## config.mk

```make
export PLATFORM = sky130hd
export DESIGN_NAME = local_irq_router
export DESIGN_NICKNAME = d
export VERILOG_FILES = /design/src/rtl/lir_pkg.sv /design/src/rtl/lir_regs.sv /design/src/rtl/lir_core_route.sv /design/src/rtl/local_irq_router.sv
export SDC_FILE = /design/constraint.sdc
export NUM_CORES = 1
export LEC_CHECK = 0
export BUFFER_PORTS_ARGS = -buffer_cell sky130_fd_sc_hd__buf_2
export CAP_MARGIN = 0
export CORE_MARGIN = 5
export CORE_UTILIZATION = 50
export DETAILED_ROUTE_END_ITERATION = 10
export GPL_TIMING_DRIVEN = 0
export PLACE_DENSITY = 0.75
export SLEW_MARGIN = 20
export SYNTH_ARGS = -nofsm -noshare
export SYNTH_HDL_FRONTEND = slang
export SYNTH_SLANG_ARGS = --single-unit
```

## constraint.sdc

```tcl
create_clock -name clk_i -period 2.6 [get_ports clk_i]
set_input_delay 0.39 -clock clk_i [delete_from_list [all_inputs] [get_ports clk_i]]
set_output_delay 0.39 -clock clk_i [all_outputs]
set_load 0.01 [all_outputs]
```

## src/rtl/lir_pkg.sv

```systemverilog
package lir_pkg;
  localparam int unsigned NCORE  = 4;
  localparam int unsigned NSRC   = 4;
  localparam int unsigned CTL_W  = 2 * NSRC;
  localparam int unsigned PEND_W = 2 * NSRC + 2;
  localparam int unsigned SEL_W  = $clog2(NCORE);
  localparam int unsigned ROUTE_W = 2 * SEL_W + 1;
  localparam int unsigned GPU_BIT = 2 * NSRC;
  localparam int unsigned PMU_BIT = 2 * NSRC + 1;
  // word indices (byte offset / 4)
  localparam int unsigned W_CTRL  = 'h00;
  localparam int unsigned W_PRE   = 'h02;
  localparam int unsigned W_ROUTE = 'h03;
  localparam int unsigned W_PSET  = 'h04;
  localparam int unsigned W_PCLR  = 'h05;
  localparam int unsigned W_TCTL  = 'h10;
  localparam int unsigned W_MCTL  = 'h14;
  localparam int unsigned W_IPND  = 'h18;
  localparam int unsigned W_FPND  = 'h1C;
endpackage

```

## src/rtl/lir_regs.sv

```systemverilog
module lir_regs
  import lir_pkg::*;
#(
  parameter int ADDR_W = 8,
  parameter int DATA_W = 32
) (
  input  logic                              clk_i,
  input  logic                              rst_ni,
  input  logic                              we_i,
  input  logic [ADDR_W-1:0]                 addr_i,
  input  logic [DATA_W-1:0]                 wdata_i,
  output logic [DATA_W-1:0]                 rdata_o,
  output logic [ROUTE_W-1:0]                route_o,
  output logic [NCORE-1:0]                  pmu_en_o,
  output logic [NCORE-1:0][CTL_W-1:0]       tctl_o,
  output logic [NCORE-1:0][CTL_W-1:0]       mctl_o,
  input  logic [NCORE-1:0][PEND_W-1:0]      ipend_i,
  input  logic [NCORE-1:0][PEND_W-1:0]      fpend_i
);
  localparam int WORD_W = ADDR_W - 2;

  logic [WORD_W-1:0] word;
  logic [DATA_W-1:0] ctrl_q, pre_q;

  assign word = addr_i[ADDR_W-1:2];

  always_ff @(posedge clk_i or negedge rst_ni) begin
    if (!rst_ni) begin
      ctrl_q   <= '0;
      pre_q    <= '0;
      route_o  <= '0;
      pmu_en_o <= '0;
      tctl_o   <= '0;
      mctl_o   <= '0;
    end else if (we_i) begin
      if (int'(word) == W_CTRL)  ctrl_q  <= wdata_i;
      if (int'(word) == W_PRE)   pre_q   <= wdata_i;
      if (int'(word) == W_ROUTE) route_o <= wdata_i[ROUTE_W-1:0];
      if (int'(word) == W_PSET)  pmu_en_o <= pmu_en_o | wdata_i[NCORE-1:0];
      if (int'(word) == W_PCLR)  pmu_en_o <= pmu_en_o & ~wdata_i[NCORE-1:0];
      for (int c = 0; c < NCORE; c++) begin
        if (int'(word) == W_TCTL + c) tctl_o[c] <= wdata_i[CTL_W-1:0];
        if (int'(word) == W_MCTL + c) mctl_o[c] <= wdata_i[CTL_W-1:0];
      end
    end
  end

  always_comb begin
    rdata_o = '0;
    if (int'(word) == W_CTRL)  rdata_o = ctrl_q;
    if (int'(word) == W_PRE)   rdata_o = pre_q;
    if (int'(word) == W_ROUTE) rdata_o = {{(DATA_W-ROUTE_W){1'b0}}, route_o};
    if (int'(word) == W_PSET || int'(word) == W_PCLR)
      rdata_o = {{(DATA_W-NCORE){1'b0}}, pmu_en_o};
    for (int c = 0; c < NCORE; c++) begin
      if (int'(word) == W_TCTL + c) rdata_o = {{(DATA_W-CTL_W){1'b0}}, tctl_o[c]};
      if (int'(word) == W_MCTL + c) rdata_o = {{(DATA_W-CTL_W){1'b0}}, mctl_o[c]};
      if (int'(word) == W_IPND + c) rdata_o = {{(DATA_W-PEND_W){1'b0}}, ipend_i[c]};
      if (int'(word) == W_FPND + c) rdata_o = {{(DATA_W-PEND_W){1'b0}}, fpend_i[c]};
    end
  end
endmodule

```

## src/rtl/lir_core_route.sv

```systemverilog
module lir_core_route
  import lir_pkg::*;
(
  input  logic [NSRC-1:0]   tmr_i,
  input  logic [NSRC-1:0]   mbx_i,
  input  logic [CTL_W-1:0]  tctl_i,
  input  logic [CTL_W-1:0]  mctl_i,
  input  logic              gpu_irq_i,
  input  logic              gpu_fiq_i,
  input  logic              pmu_i,
  output logic [PEND_W-1:0] ipend_o,
  output logic [PEND_W-1:0] fpend_o,
  output logic              irq_o,
  output logic              fiq_o
);
  logic [NSRC-1:0] t_fiq_en, m_fiq_en;
  assign t_fiq_en = tctl_i[CTL_W-1:NSRC];
  assign m_fiq_en = mctl_i[CTL_W-1:NSRC];

  // FIQ enable masks the IRQ path of the same source
  assign ipend_o = {pmu_i, gpu_irq_i,
                    mbx_i & mctl_i[NSRC-1:0] & ~m_fiq_en,
                    tmr_i & tctl_i[NSRC-1:0] & ~t_fiq_en};
  assign fpend_o = {1'b0, gpu_fiq_i, mbx_i & m_fiq_en, tmr_i & t_fiq_en};

  assign irq_o = |ipend_o;
  assign fiq_o = |fpend_o;
endmodule

```

## src/rtl/local_irq_router.sv

```systemverilog
module local_irq_router
  import lir_pkg::*;
#(
  parameter int ADDR_W = 8,
  parameter int DATA_W = 32
) (
  input  logic                   clk_i,
  input  logic                   rst_ni,
  input  logic                   bus_we_i,
  input  logic [ADDR_W-1:0]      bus_addr_i,
  input  logic [DATA_W-1:0]      bus_wdata_i,
  output logic [DATA_W-1:0]      bus_rdata_o,
  input  logic [NCORE*NSRC-1:0]  timer_i,
  input  logic [NCORE*NSRC-1:0]  mbox_i,
  input  logic                   gpu_i,
  input  logic [NCORE-1:0]       pmu_i,
  output logic [NCORE-1:0]       irq_o,
  output logic [NCORE-1:0]       fiq_o
);
  logic [ROUTE_W-1:0]            route;
  logic [NCORE-1:0]              pmu_en;
  logic [NCORE-1:0][CTL_W-1:0]   tctl, mctl;
  logic [NCORE-1:0][PEND_W-1:0]  ipend, fpend;
  logic [SEL_W-1:0]              gpu_irq_sel, gpu_fiq_sel;
  logic                          gpu_fiq_en;

  assign gpu_irq_sel = route[SEL_W-1:0];
  assign gpu_fiq_sel = route[2*SEL_W-1:SEL_W];
  assign gpu_fiq_en  = route[ROUTE_W-1];

  lir_regs #(.ADDR_W(ADDR_W), .DATA_W(DATA_W)) u_regs (
    .clk_i   (clk_i),
    .rst_ni  (rst_ni),
    .we_i    (bus_we_i),
    .addr_i  (bus_addr_i),
    .wdata_i (bus_wdata_i),
    .rdata_o (bus_rdata_o),
    .route_o (route),
    .pmu_en_o(pmu_en),
    .tctl_o  (tctl),
    .mctl_o  (mctl),
    .ipend_i (ipend),
    .fpend_i (fpend)
  );

  for (genvar c = 0; c < NCORE; c++) begin : g_core
    logic fiq_hit, irq_hit;
    assign fiq_hit = gpu_fiq_en && (gpu_fiq_sel == SEL_W'(c));
    // FIQ route pre-empts IRQ route on the same core
    assign irq_hit = (gpu_irq_sel == SEL_W'(c)) && !fiq_hit;

    lir_core_route u_core (
      .tmr_i    (timer_i[c*NSRC +: NSRC]),
      .mbx_i    (mbox_i[c*NSRC +: NSRC]),
      .tctl_i   (tctl[c]),
      .mctl_i   (mctl[c]),
      .gpu_irq_i(gpu_i && irq_hit),
      .gpu_fiq_i(gpu_i && fiq_hit),
      .pmu_i    (pmu_i[c] && pmu_en[c]),
      .ipend_o  (ipend[c]),
      .fpend_o  (fpend[c]),
      .irq_o    (irq_o[c]),
      .fiq_o    (fiq_o[c])
    );
  end
endmodule

```

==> metrics <==
status finished, violations left; most frequent cells in the layout 127 x dfrtp_1, 112 x buf_2, 99 x mux2_2, 79 x nand2_1, 61 x buf_4; Setup Viol. Count Final 8; Hold Fails Final Rpt 0; n_diodes 0; Synth Warn # 0; placeable core region 0.0157 mm2; Total GRT Usage 31.8%; Placed Cells around 1100; RSZ-0062 raised after global routing yes; Mapped Cells 780; syn_nets 860; drt pass-1 iters 6; Leak 4.88 nW; Worst Hold Class in -> reg; Max Freq ~370 MHz; CTS tree yes; maximum clock insertion buffer count 2; Distinct cells, synth 69; Pwr Density 623 mW/mm2; share of layout cells above drive strength 1 44.0%; DR vias/cell 6.41; Yosys reg bits 137; Final Max Slew Viols 0; dpl cell area 0.00884 mm2; Cell Rows 46; leading area contributor after synthesis dfrtp_1; fin worst setup slack -0.118 ns; critical path class reg -> out; Least-Margin Pin Slew 0.947 ns; CP cell instances buf_4, nor2_4, a2111oi_4, a22o_1, a211oi_2, a21oi_2, a311o_1, buf_2; share of the synthesized area in the top cell type a little over two fifths; Critical Path RT 2.21 ns; syn_area_per_cell about 10 um2; port bufs 114; I/O pin count 120; vias in the first global route 7395; vias 7671; largest net degree at the start of global routing 97; cts bufs inserted 17; Layout area overhead 31.5%; Max Cap Viol 0; EDFF count, synth 0; total power 6.51 mW; Top FF cell, synth dfrtp_1; Root Buffer clkbuf_16; post-route insts no fill around 1200; final wirelength about 30000 um; Worst Skew 0 ns; CTS H-tree lvls 4; initial drt markers 1123; Period Utilization, post-route 105%; Die Y approximately 140 um; Tmin final 2.72 ns; first-pass GRT wire length 43900 um; most common cell after layout, fill and taps aside dfrtp_1; slowest stage delay, CP roughly 0.48 ns; DRC violations left 0; worst path arrival time ~2.3 ns; FILL cells between 1000 and 1500; design area between 0.01 and 0.015 mm2; failing checks setup timing; Startpoint Class flip-flop; Routed Antenna Nets 0; synth top area cells dfrtp_1 43%, mux2_2 14%, mux2_1 4.5%; async set or reset register ratio after synthesis 100%; Nets 1048; drt wl/cell 24.7 um; CP endpoint kind output pin; initial antenna violation count 0; Sum Neg Setup Slack -0.467 ns; CTS Sinks roughly 140; clock transition at the registers of the reported paths 0.06 ns; Initial Utilization 50.6%; Cell Area, Synth 0.00795 mm2; GPL Wtd Cong 1.04; GRT overflow 0; clock latency on the worst-skew pair ~0.42 ns; VDD IR max 746 uV; post-DP HPWL 20700 um; Max transition margin 36.7%; crit-path max FO 7; Critical-path top delay cell dfrtp_2; die area 0.0185 mm2; sequential cell area fraction in the yosys report 43.1%; Die X 136 um
-- Yosys cell counts (4+ instances only) --
cell,n
a211oi_1,7
a21o_1,6
a21oi_1,33
a221oi_1,13
a22o_1,25
a22oi_1,10
a31oi_1,8
a32oi_1,6
and3_1,4
buf_1,6
buf_2,11
buf_4,8
clkbuf_1,28
dfrtp_1,137
inv_1,17
mux2_1,32
mux2_2,99
mux2i_1,11
nand2_1,82
nand2b_1,14
nand3_1,16
nand3b_1,9
nand4_1,6
nor2_1,40
nor2b_1,9
nor3_1,11
nor3b_1,4
o2111ai_1,4
o211ai_1,8
o21ai_0,31
o22ai_1,14
-- area by class of cell --
class / count / area, um2 / area share, %
Multi-Input combinational cell: 569 / 4540 / 43.5
Sequential cell: 137 / 3440 / 32.9
Timing Repair Buffer: 177 / 1160 / 11.1
Clock buffer: 19 / 453 / 4.33
Buffer: 49 / 363 / 3.47
Tap cell: 216 / 270 / 2.59
Clock inverter: 13 / 158 / 1.51
Inverter: 17 / 63.8 / 0.611
-- power breakdown --
group          total (mW)  internal (mW)  switching, mW
Combinational        1.28          0.652          0.628
Sequential           2.73           2.42          0.304
Clock                2.51           1.49           1.01
Total                6.51           4.56           1.95
-- per-stage QoR --
step	hold slack, ns	worst slack [ns]	util [%]
after floorplan	0.0944	0.236	-
after global placement	0.474	-0.997	55.9
after detailed placement	0.295	-0.738	56.3
after CTS	0.177	-0.122	63.5
after global routing	0.180	-0.128	66.5
final	0.184	-0.118	66.5
-- cell families (layout without fill, tap and decap cells) --
logic type	after synthesis	after routing	share of synthesized area, %
simple gates	232	232	15.2
compound gates	195	195	17.4
mux	142	142	19.9
flops	137	137	43.1
buf+inv	74	275	4.34
-- sequential cells by signal (all words and copies together), names as in the netlist, named ones only --
name            flops
u_regs.ctrl_q      32
u_regs.mctl_o      32
u_regs.pre_q       32
u_regs.route_o      5
u_regs.tctl_o      32
-- path summary, 6_finish.rpt --
path	depth (start not counted)	to	startpoint	slack (ns)
worst max-delay path	8	bus_rdata_o[8]	u_regs.route_o[2]	-0.12
worst min-delay path	2	u_regs.ctrl_q[10]	bus_wdata_i[10]	0.18
worst max register to register	3	u_regs.mctl_o[5]	u_regs.mctl_o[5]	1.56
worst min register to register	1	u_regs.ctrl_q[24]	u_regs.ctrl_q[24]	0.49
max in group asynchronous	3	u_regs.tctl_o[8]	rst_ni	1.39
min in group asynchronous	2	u_regs.tctl_o[19]	rst_ni	0.43
-- worst max-delay path: cells and delay by family (launching register included) --
family                 cells  cell delay [ns]
AOI/OAI and AO/OA          5             0.95
DFF                        1             0.48
buffers and inverters      2             0.32
and+or+nand+nor            1             0.14
-- repair_timing --
action	CTS	global route
resized for setup	96	80
hold buffers	1	0
buffers inserted	30	30
endpoints found under the hold margin	41	0
setup endpoints to repair	33	28
pin swaps	25	34
-- metal layers --
metal  vias to the layer above  wire, um  global-route usage (%)  share of wire, %
li1                       3307         -                       -                 -
met3                       120      3150                    7.74                11
met4                         0      1600                    15.5               5.4
met1                      3732     11700                    43.8                40
met5                         -         0                       0                 0
met2                       512     13100                    46.9                44
No activity file was read; power rests on OpenSTA's default activity.
